[config.mk]
export PLATFORM = sky130hd
export DESIGN_NAME = rnd_divider
export DESIGN_NICKNAME = d
export VERILOG_FILES = /design/src/rtl/rnd_div_pkg.sv /design/src/rtl/div_mag.sv /design/src/rtl/div_core.sv /design/src/rtl/div_fixup.sv /design/src/rtl/rnd_divider.sv
export SDC_FILE = /design/constraint.sdc
export NUM_CORES = 1
export LEC_CHECK = 0
export BUFFER_PORTS_ARGS = -buffer_cell sky130_fd_sc_hd__buf_2
export CAP_MARGIN = 25
export CORE_MARGIN = 1.5
export CORE_UTILIZATION = 55
export CTS_CLUSTER_SIZE = 16
export DETAILED_ROUTE_END_ITERATION = 8
export GPL_TIMING_DRIVEN = 0
export PLACE_DENSITY = 0.75
export SLEW_MARGIN = 20
export SYNTH_ARGS = -nofsm -noshare
export SYNTH_HDL_FRONTEND = slang
export SYNTH_SLANG_ARGS = --single-unit
export TNS_END_PERCENT = 10
[constraint.sdc]
create_clock -name clk_i -period 10.4 [get_ports clk_i]
set_input_delay 2.08 -clock clk_i [delete_from_list [all_inputs] [get_ports clk_i]]
set_output_delay 2.08 -clock clk_i [all_outputs]
set_load 0.1 [all_outputs]
[src/rtl/rnd_div_pkg.sv]
package rnd_div_pkg;
  typedef enum logic {
    RND_TRUNC = 1'b0,
    RND_FLOOR = 1'b1
  } rnd_mode_e;
endpackage

[src/rtl/div_mag.sv]
module div_mag #(
  parameter int W = 8
) (
  input  logic [W-1:0] val_i,
  input  logic         is_signed_i,
  output logic         neg_o,
  output logic [W-1:0] mag_o
);
  always_comb begin
    neg_o = is_signed_i & val_i[W-1];
    mag_o = neg_o ? (~val_i + W'(1)) : val_i;
  end
endmodule

[src/rtl/div_core.sv]
module div_core #(
  parameter int W = 8
) (
  input  logic         clk_i,
  input  logic         rst_ni,
  input  logic         load_i,
  input  logic [W-1:0] dvd_i,
  input  logic [W-1:0] dvs_i,
  output logic         busy_o,
  output logic         last_o,
  output logic [W-1:0] q_nxt_o,
  output logic [W-1:0] r_nxt_o
);
  localparam int CW = $clog2(W + 1);

  logic [W-1:0]  q_q, d_q;
  logic [W:0]    r_q;
  logic [CW-1:0] cnt_q;
  logic [W:0]    shifted, diff, r_nxt;
  logic          take;

  always_comb begin
    shifted = {r_q[W-1:0], q_q[W-1]};
    diff    = shifted - {1'b0, d_q};
    take    = ~diff[W];
    r_nxt   = take ? diff : shifted;
  end

  assign busy_o  = (cnt_q != '0);
  assign last_o  = (cnt_q == CW'(1));
  assign q_nxt_o = {q_q[W-2:0], take};
  assign r_nxt_o = r_nxt[W-1:0];

  always_ff @(posedge clk_i or negedge rst_ni) begin
    if (!rst_ni) begin
      q_q   <= '0;
      d_q   <= '0;
      r_q   <= '0;
      cnt_q <= '0;
    end else if (load_i) begin
      q_q   <= dvd_i;
      d_q   <= dvs_i;
      r_q   <= '0;
      cnt_q <= CW'(W);
    end else if (busy_o) begin
      q_q   <= q_nxt_o;
      r_q   <= r_nxt;
      cnt_q <= cnt_q - CW'(1);
    end
  end

  // restoring invariant: partial remainder stays below the divisor
  p_rem_below_divisor_r5: assert property (@(posedge clk_i) disable iff (!rst_ni)
    (busy_o && d_q != '0) |-> (r_q < {1'b0, d_q}));
endmodule

[src/rtl/div_fixup.sv]
module div_fixup
  import rnd_div_pkg::*;
#(
  parameter int W = 8
) (
  input  logic [W-1:0] uq_i,
  input  logic [W-1:0] ur_i,
  input  logic         neg_a_i,
  input  logic         neg_b_i,
  input  logic         both_signed_i,
  input  rnd_mode_e    mode_i,
  input  logic [W-1:0] divisor_i,
  input  logic         dz_i,
  output logic [W-1:0] q_o,
  output logic [W-1:0] r_o
);
  logic [W-1:0] trunc_q, trunc_r;
  logic         adjust;

  always_comb begin
    trunc_q = (neg_a_i ^ neg_b_i) ? (W'(0) - uq_i) : uq_i;
    trunc_r = neg_a_i ? (W'(0) - ur_i) : ur_i;
    adjust  = (mode_i == RND_FLOOR) && both_signed_i && (neg_a_i ^ neg_b_i) && (ur_i != '0);
    if (dz_i) begin
      q_o = '1;
      r_o = '1;
    end else if (adjust) begin
      q_o = W'(0) - (uq_i + W'(1));
      r_o = trunc_r + divisor_i;
    end else begin
      q_o = trunc_q;
      r_o = trunc_r;
    end
  end
endmodule

[src/rtl/rnd_divider.sv]
module rnd_divider
  import rnd_div_pkg::*;
#(
  parameter int W = 8
) (
  input  logic         clk_i,
  input  logic         rst_ni,
  input  logic         start_i,
  input  logic         mode_i,
  input  logic         a_signed_i,
  input  logic         b_signed_i,
  input  logic [W-1:0] dividend_i,
  input  logic [W-1:0] divisor_i,
  output logic [W-1:0] quot_o,
  output logic [W-1:0] rem_o,
  output logic         done_o,
  output logic         div_zero_o
);
  logic         busy, last, accept;
  logic         neg_a, neg_b;
  logic [W-1:0] mag_a, mag_b;
  logic [W-1:0] uq, ur, fix_q, fix_r;

  logic         neg_a_q, neg_b_q, both_q, dz_q;
  rnd_mode_e    mode_q;
  logic [W-1:0] b_q;

  assign accept = start_i & ~busy;

  div_mag #(.W(W)) u_mag_a (.val_i(dividend_i), .is_signed_i(a_signed_i), .neg_o(neg_a), .mag_o(mag_a));
  div_mag #(.W(W)) u_mag_b (.val_i(divisor_i),  .is_signed_i(b_signed_i), .neg_o(neg_b), .mag_o(mag_b));

  div_core #(.W(W)) u_core (
    .clk_i(clk_i), .rst_ni(rst_ni), .load_i(accept),
    .dvd_i(mag_a), .dvs_i(mag_b),
    .busy_o(busy), .last_o(last), .q_nxt_o(uq), .r_nxt_o(ur)
  );

  always_ff @(posedge clk_i or negedge rst_ni) begin
    if (!rst_ni) begin
      neg_a_q <= 1'b0;
      neg_b_q <= 1'b0;
      both_q  <= 1'b0;
      dz_q    <= 1'b0;
      mode_q  <= RND_TRUNC;
      b_q     <= '0;
    end else if (accept) begin
      neg_a_q <= neg_a;
      neg_b_q <= neg_b;
      both_q  <= a_signed_i & b_signed_i;
      dz_q    <= (divisor_i == '0);
      mode_q  <= rnd_mode_e'(mode_i);
      b_q     <= divisor_i;
    end
  end

  div_fixup #(.W(W)) u_fix (
    .uq_i(uq), .ur_i(ur), .neg_a_i(neg_a_q), .neg_b_i(neg_b_q),
    .both_signed_i(both_q), .mode_i(mode_q), .divisor_i(b_q), .dz_i(dz_q),
    .q_o(fix_q), .r_o(fix_r)
  );

  always_ff @(posedge clk_i or negedge rst_ni) begin
    if (!rst_ni) begin
      done_o     <= 1'b0;
      div_zero_o <= 1'b0;
      quot_o     <= '0;
      rem_o      <= '0;
    end else begin
      done_o     <= last;
      div_zero_o <= last & dz_q;
      if (last) begin
        quot_o <= fix_q;
        rem_o  <= fix_r;
      end
    end
  end

  p_done_single_r2: assert property (@(posedge clk_i) disable iff (!rst_ni)
    done_o |=> !done_o);

  p_dz_with_done_r9: assert property (@(posedge clk_i) disable iff (!rst_ni)
    div_zero_o |-> done_o);

  p_dz_all_ones_r9: assert property (@(posedge clk_i) disable iff (!rst_ni)
    (done_o && div_zero_o) |-> ((&quot_o) && (&rem_o)));

  p_busy_keeps_operands_r3: assert property (@(posedge clk_i) disable iff (!rst_ni)
    (busy && !last && start_i) |=> ($stable(b_q) && $stable(neg_a_q) && $stable(mode_q)));
endmodule

==> results of run 1 <==
## synth_stat cells (3+ instances only)
master / instances / area, um^2
nor3b_1: 3 / 22.5
o22a_1: 4 / 35.0
or3_1: 5 / 31.3
nand2_1: 46 / 173
clkbuf_1: 11 / 41.3
ha_1: 22 / 275
buf_1: 3 / 11.3
nand2b_1: 3 / 18.8
nor2b_1: 6 / 37.5
o21ai_0: 39 / 195
o211ai_1: 5 / 37.5
nand3_1: 17 / 85.1
mux2i_1: 12 / 120
nor3_1: 12 / 60.1
dfrtp_1: 58 / 1450
a31oi_1: 7 / 43.8
inv_1: 28 / 105
buf_2: 5 / 25.0
o31ai_1: 6 / 45.0
xor2_1: 20 / 175
nor4_1: 4 / 25.0
mux2_2: 9 / 101
nand3b_1: 3 / 22.5
a21oi_1: 30 / 150
o21bai_1: 3 / 22.5
o22ai_1: 3 / 18.8
nor2_1: 37 / 139
a21o_1: 5 / 37.5
xnor2_1: 13 / 114
## how the worst max path moves through the flow
stage	depth (start not counted)	to
3_5_place_dp	25	rem_o[7]
6_report	25	rem_o[7]
3_3_place_gp	25	rem_o[7]
4_1_cts	25	rem_o[7]
5_1_grt	25	rem_o[7]
2_1_floorplan	25	rem_o[7]
## registers in the layout (all words and copies together) (netlist names)
register,count
u_core.q_q,8
done_o,1
u_core.cnt_q,4
mode_q,1
both_q,1
div_zero_o,1
b_q,8
dz_q,1
u_core.r_q,8
quot_o,8
u_core.d_q,7
neg_a_q,1
rem_o,8
neg_b_q,1
## critical path, stage by stage, from the launching register on
cell and delay [ns]:
dfrtp_1 0.41, inv_1 0.15, ha_1 0.19, inv_1 0.05, fa_1 0.49, a211oi_4 0.30, nor3_2 0.08, mux2i_1 0.28
nand2_2 0.17, buf_2 0.24, buf_1 0.28, o21bai_1 0.31, inv_1 0.12, ha_1 0.31, o21ai_0 0.42, inv_1 0.09
ha_1 0.28, a21o_1 0.18, a21oi_1 0.20, o21ai_0 0.16, o21a_1 0.18, o21ai_0 0.15, nand2b_1 0.09, xor2_1 0.15
and3_1 0.19, o32a_1 0.27
## metal layers
metal | global-route usage | up-vias
li1 | - | 1698
met1 | 0.347 | 1666
met2 | 0.428 | 133
met3 | 0.0603 | 21
met4 | 0.0952 | 0
met5 | 0 | -
## area by class of cell
cell class	count	area, um^2
clock inverters	5	77.6
repair buffers	39	198
plain buffers	21	100
fillers	610	2400
clock buffers	11	141
inverters	28	105
well taps	96	120
flip-flops and latches	58	1450
multi-input cells	345	2280
## stage by stage
stage	cells	hold slack (ns)	area, um^2	util
4_1_cts	603	0.485	4470	0.651
6_report	603	0.478	4470	0.651
5_1_grt	603	0.497	4470	0.651
2_1_floorplan	452	0.449	3940	-
3_3_place_gp	587	0.461	4250	0.619
3_5_place_dp	587	0.471	4250	0.619
## cell families (layout without fill, tap and decap cells)
family,after synthesis,after routing,synth area share
compound gates,118,118,0.188
xor+xnor,33,33,0.0734
fa+ha+maj,24,24,0.0801
buf+inv,49,104,0.0521
flops,58,58,0.369
mux,21,21,0.0563
simple gates,149,149,0.181
==> summary.txt, run 1 <==
status: finished clean
Cells after Synth: 452
Post-Syn Nets: 498
Top Layer Used: met4
Worst-Margin Slew: 0.730 ns
FF+latch count, synth: 58
fmax: 170 MHz
Hold Path Class: flop to flop
Rel. slew slack: 0.513
Ports: 40
drt pass-1 iters: 5
Final Hold Fails: 0
Clk pin slew, worst setup/hold paths: 0.07 ns
Place WS: 4.57 ns
die width: 87.6 um
register area share after synthesis: 0.369
layout cells sized above 1: 0.152
routed wire length: 9440 um
Initial DRC Count: 234
commonest cells after routing, fill and taps aside: dfrtp_1 (58), nand2_1 (46), buf_2 (43)
area grow syn2layout: 13.6%
TNS Setup: 0 ns
WL met2: 4410 um
Critical Path RT: 10.64 ns
core area: 0.00687 mm^2
initial core utilization: 0.573
flop2flop setup slack: 4.52 ns
final max-slew violation count: 0
# port buffers: 39
Ant. Diodes: 0
crit path capture type: flop
skew final: 0.00843 ns
ys flop type: dfrtp_1
placer congestion estimate: 0.908
worst skew pair latency: 0.35 ns
max-cap viol count: 0
Worst Setup SP: u_core.q_q[7]
number of flops mapped to enable cells by yosys: 0
Post CTS Setup Buffer Count: 0
largest net degree at the start of global routing: 59
DR WL/cell: 15.7 um
hold endpoint: u_core.d_q[6]
FF-to-FF Start: u_core.q_q[7]
RR Endpoint: rem_o[7]
clock sink count: 58
Arr. time, crit path: 6.11 ns
Die Span Y: 87.6 um
DRC: 0
nets: 548
r2r worst-path depth: 25
WL met3: 566 um
final worst slack: 4.52 ns
Vias/cell: 5.83
Synth Area per Inst: 8.71 um^2
kind of critical path: flop to flop
clock root buffer: clkbuf_8
first-pass GRT wire length: 15400 um
commonest non-fill, non-tap cell in the layout: dfrtp_1
M1 WL: 4220 um
grt ovf: 0
via count: 3518
period utilization: 0.565
Synth Warn #: 0
Hold Path Stages: 2
Netlist cell types: 55
# resized after CTS: 0
final setup fails: 0
CTS tree: built
Post-DP HPWL: 7190 um
initial antenna violation count: 0
Total Routing Usage GR: 0.264
area of the mapped netlist: 0.00394 mm^2
RSZ-0062 raised after global routing: false
Hold Buf Count CTS: 0
Worst Hold Launch: u_core.d_q[6]
Post-DRT Antenna Nets: 0
CTS max path bufs: 2
Critical Path Start Type: flop
Die ar.: 0.00767 mm^2
critical path peak fanout: 10
Post-synth ARST share: 1.00
vias in the first global route: 3192
# H-tree levels: 3
row count: 30
cts bufs inserted: 9
fin crit period: 5.88 ns
Power of run 1 is not shown: default switching activity piles up to over one toggle a cycle in this logic, so the estimate is an artifact.
==> inputs of run 2 (changes only) <==
--- a/config.mk
+++ b/config.mk
@@ -5,14 +5,15 @@
 export SDC_FILE = /design/constraint.sdc
 export NUM_CORES = 1
 export LEC_CHECK = 0
+export ABC_AREA = 1
 export BUFFER_PORTS_ARGS = -buffer_cell sky130_fd_sc_hd__buf_2
 export CAP_MARGIN = 25
 export CORE_MARGIN = 1.5
-export CORE_UTILIZATION = 55
+export CORE_UTILIZATION = 54
 export CTS_CLUSTER_SIZE = 16
 export DETAILED_ROUTE_END_ITERATION = 8
 export GPL_TIMING_DRIVEN = 0
-export PLACE_DENSITY = 0.75
+export PLACE_DENSITY = 0.77
 export SLEW_MARGIN = 20
 export SYNTH_ARGS = -nofsm -noshare
 export SYNTH_HDL_FRONTEND = slang
==> constraint.sdc (replaced) <==
create_clock -name clk_i -period 5.25 [get_ports clk_i]
set_input_delay 1.05 -clock clk_i [delete_from_list [all_inputs] [get_ports clk_i]]
set_output_delay 1.05 -clock clk_i [all_outputs]
set_load 0.1 [all_outputs]
==> summary.txt, run 2 <==
area of the mapped netlist: 0.00400 mm^2
cts bufs inserted: 9
drt pass-1 iters: 5
Initial DRC Count: 218
fin crit period: 4.33 ns
ys flop type: dfrtp_1
kind of critical path: flop to flop
commonest non-fill, non-tap cell in the layout: nand2_1
status: finished clean
FILL cells: 703
Post-DP HPWL: 7550 um
Hold Path Class: flop to flop
worst setup path end: rem_o[7]
skew final: 0.0103 ns
grt ovf: 0
TNS Setup: 0 ns
Critical Path RT: 5.50 ns
Post-synth ARST share: 1.00
Clk pin slew, worst setup/hold paths: 0.07 ns
first-pass GRT wire length: 16700 um
placer congestion estimate: 0.926
RSZ-0062 raised after global routing: false
vias in the first global route: 3732
area of the multi-input gates: 0.00212 mm^2
Cells after Synth: 559
worst skew pair latency: 0.35 ns
max-cap viol count: 0
routed wire length: 9900 um
Die Span Y: 89.0 um
final setup fails: 0
Synth top area share: 0.363
top cells by count, synth: nand2_1 (166), inv_1 (92), dfrtp_1 (58)
crit path capture type: flop
critical path peak fanout: 10
row count: 31
Vias/cell: 5.40
clock sink count: 58
Synth Warn #: 0
Synth area leader: dfrtp_1
CTS tree: built
largest net degree at the start of global routing: 59
Hold Buf Count CTS: 0
Netlist cell types: 38
# H-tree levels: 3
Seq. cell area: 0.00145 mm^2
Synth Area per Inst: 7.15 um^2
DR WL/cell: 13.9 um
Post-Syn Nets: 605
r2r worst-path depth: 28
area grow syn2layout: 13.1%
flop2flop setup slack: 0.92 ns
commonest cells after routing, fill and taps aside: nand2_1 (166), inv_1 (92), dfrtp_1 (58)
core area: 0.00721 mm^2
Total Routing Usage GR: 0.278
register area share after synthesis: 0.363
period utilization: 0.825
Post CTS Setup Buffer Count: 0
number of flops mapped to enable cells by yosys: 0
# resized after CTS: 0
Worst-Margin Slew: 0.742 ns
FF-to-FF Start: u_core.q_q[7]
clock root buffer: clkbuf_8
Ant. Diodes: 0
Post-DRT Antenna Nets: 0
Die ar.: 0.00793 mm^2
layout cells sized above 1: 0.127
most used cell, CP: nand2_1
via count: 3847
Arr. time, crit path: 4.58 ns
CP peak stage delay: 0.41 ns
final max-slew violation count: 0
Ports: 40
Critical Path Start Type: flop
Final Hold Fails: 0
# port buffers: 39
synth top area cells: dfrtp_1 (36%), nand2_1 (16%), inv_1 (8.6%)
fmax: 231 MHz
most common cell in the synthesized netlist: nand2_1
initial antenna violation count: 0
Rel. slew slack: 0.505
initial core utilization: 0.554
CTS max path bufs: 2
critical path's slowest cell: fa_1
RR Endpoint: rem_o[7]
DRC: 0
die width: 89.0 um
Worst Setup SP: u_core.q_q[7]
nets: 655
FF+latch count, synth: 58
-- run 2: critical path: cells and delay by family (launching register included) --
kind                       cells  cell delay, ns
buffers and inverters          5            0.44
AOI/OAI and AO/OA              3            0.59
adders and majority gates      4            1.11
DFF                            1            0.36
and+or+nand+nor               15            1.53
xor gates and xnor gates       1            0.17
-- run 2: logic make-up after synthesis --
group	share of synthesized area
adders and majority gates	0.0789
xor gates and xnor gates	0.0394
DFF	0.363
and+or+nand+nor	0.276
AOI/OAI and AO/OA	0.135
buffers and inverters	0.107
-- run 2: worst min-delay path by stage --
stage	cells past startpoint	slack, ns	to	from
final	2	0.49	quot_o[6]	quot_o[6]
after CTS	2	0.49	quot_o[6]	quot_o[6]
after detailed placement	2	0.46	quot_o[4]	quot_o[4]
after global placement	2	0.47	quot_o[4]	quot_o[4]
after global routing	2	0.51	quot_o[6]	quot_o[6]
after floorplan	2	0.45	u_core.d_q[2]	u_core.d_q[2]
-- run 2: final cells by class --
| cell class | instances | area share |
|---|---|---|
| Multi-Input combinational cell | 395 | 0.468 |
| Sequential cell | 58 | 0.321 |
| Tap cell | 99 | 0.0274 |
| Clock inverter | 6 | 0.0147 |
| Buffer | 14 | 0.0185 |
| Inverter | 92 | 0.0764 |
| Timing Repair Buffer | 39 | 0.0437 |
| Clock buffer | 10 | 0.0304 |
-- run 2: per-stage QoR --
| stage | utilization | setup WS [ns] | cells | hold slack, ns | area (um^2) |
|---|---|---|---|---|---|
| floorplan | - | 1.63 | 559 | 0.453 | 4000 |
| global placement | 0.598 | 1.12 | 697 | 0.467 | 4320 |
| detailed placement | 0.599 | 1.05 | 697 | 0.465 | 4320 |
| CTS | 0.627 | 0.998 | 713 | 0.491 | 4520 |
| global route | 0.627 | 0.497 | 713 | 0.508 | 4520 |
| finish | 0.627 | 0.919 | 713 | 0.486 | 4520 |
-- run 2: layer usage --
metal | GRT usage | share of wire
met5 | 0 | 0
met1 | 0.336 | 0.44
met4 | 0.130 | 0.031
met3 | 0.0545 | 0.046
met2 | 0.479 | 0.48
Power of run 2 is left out for the same reason.
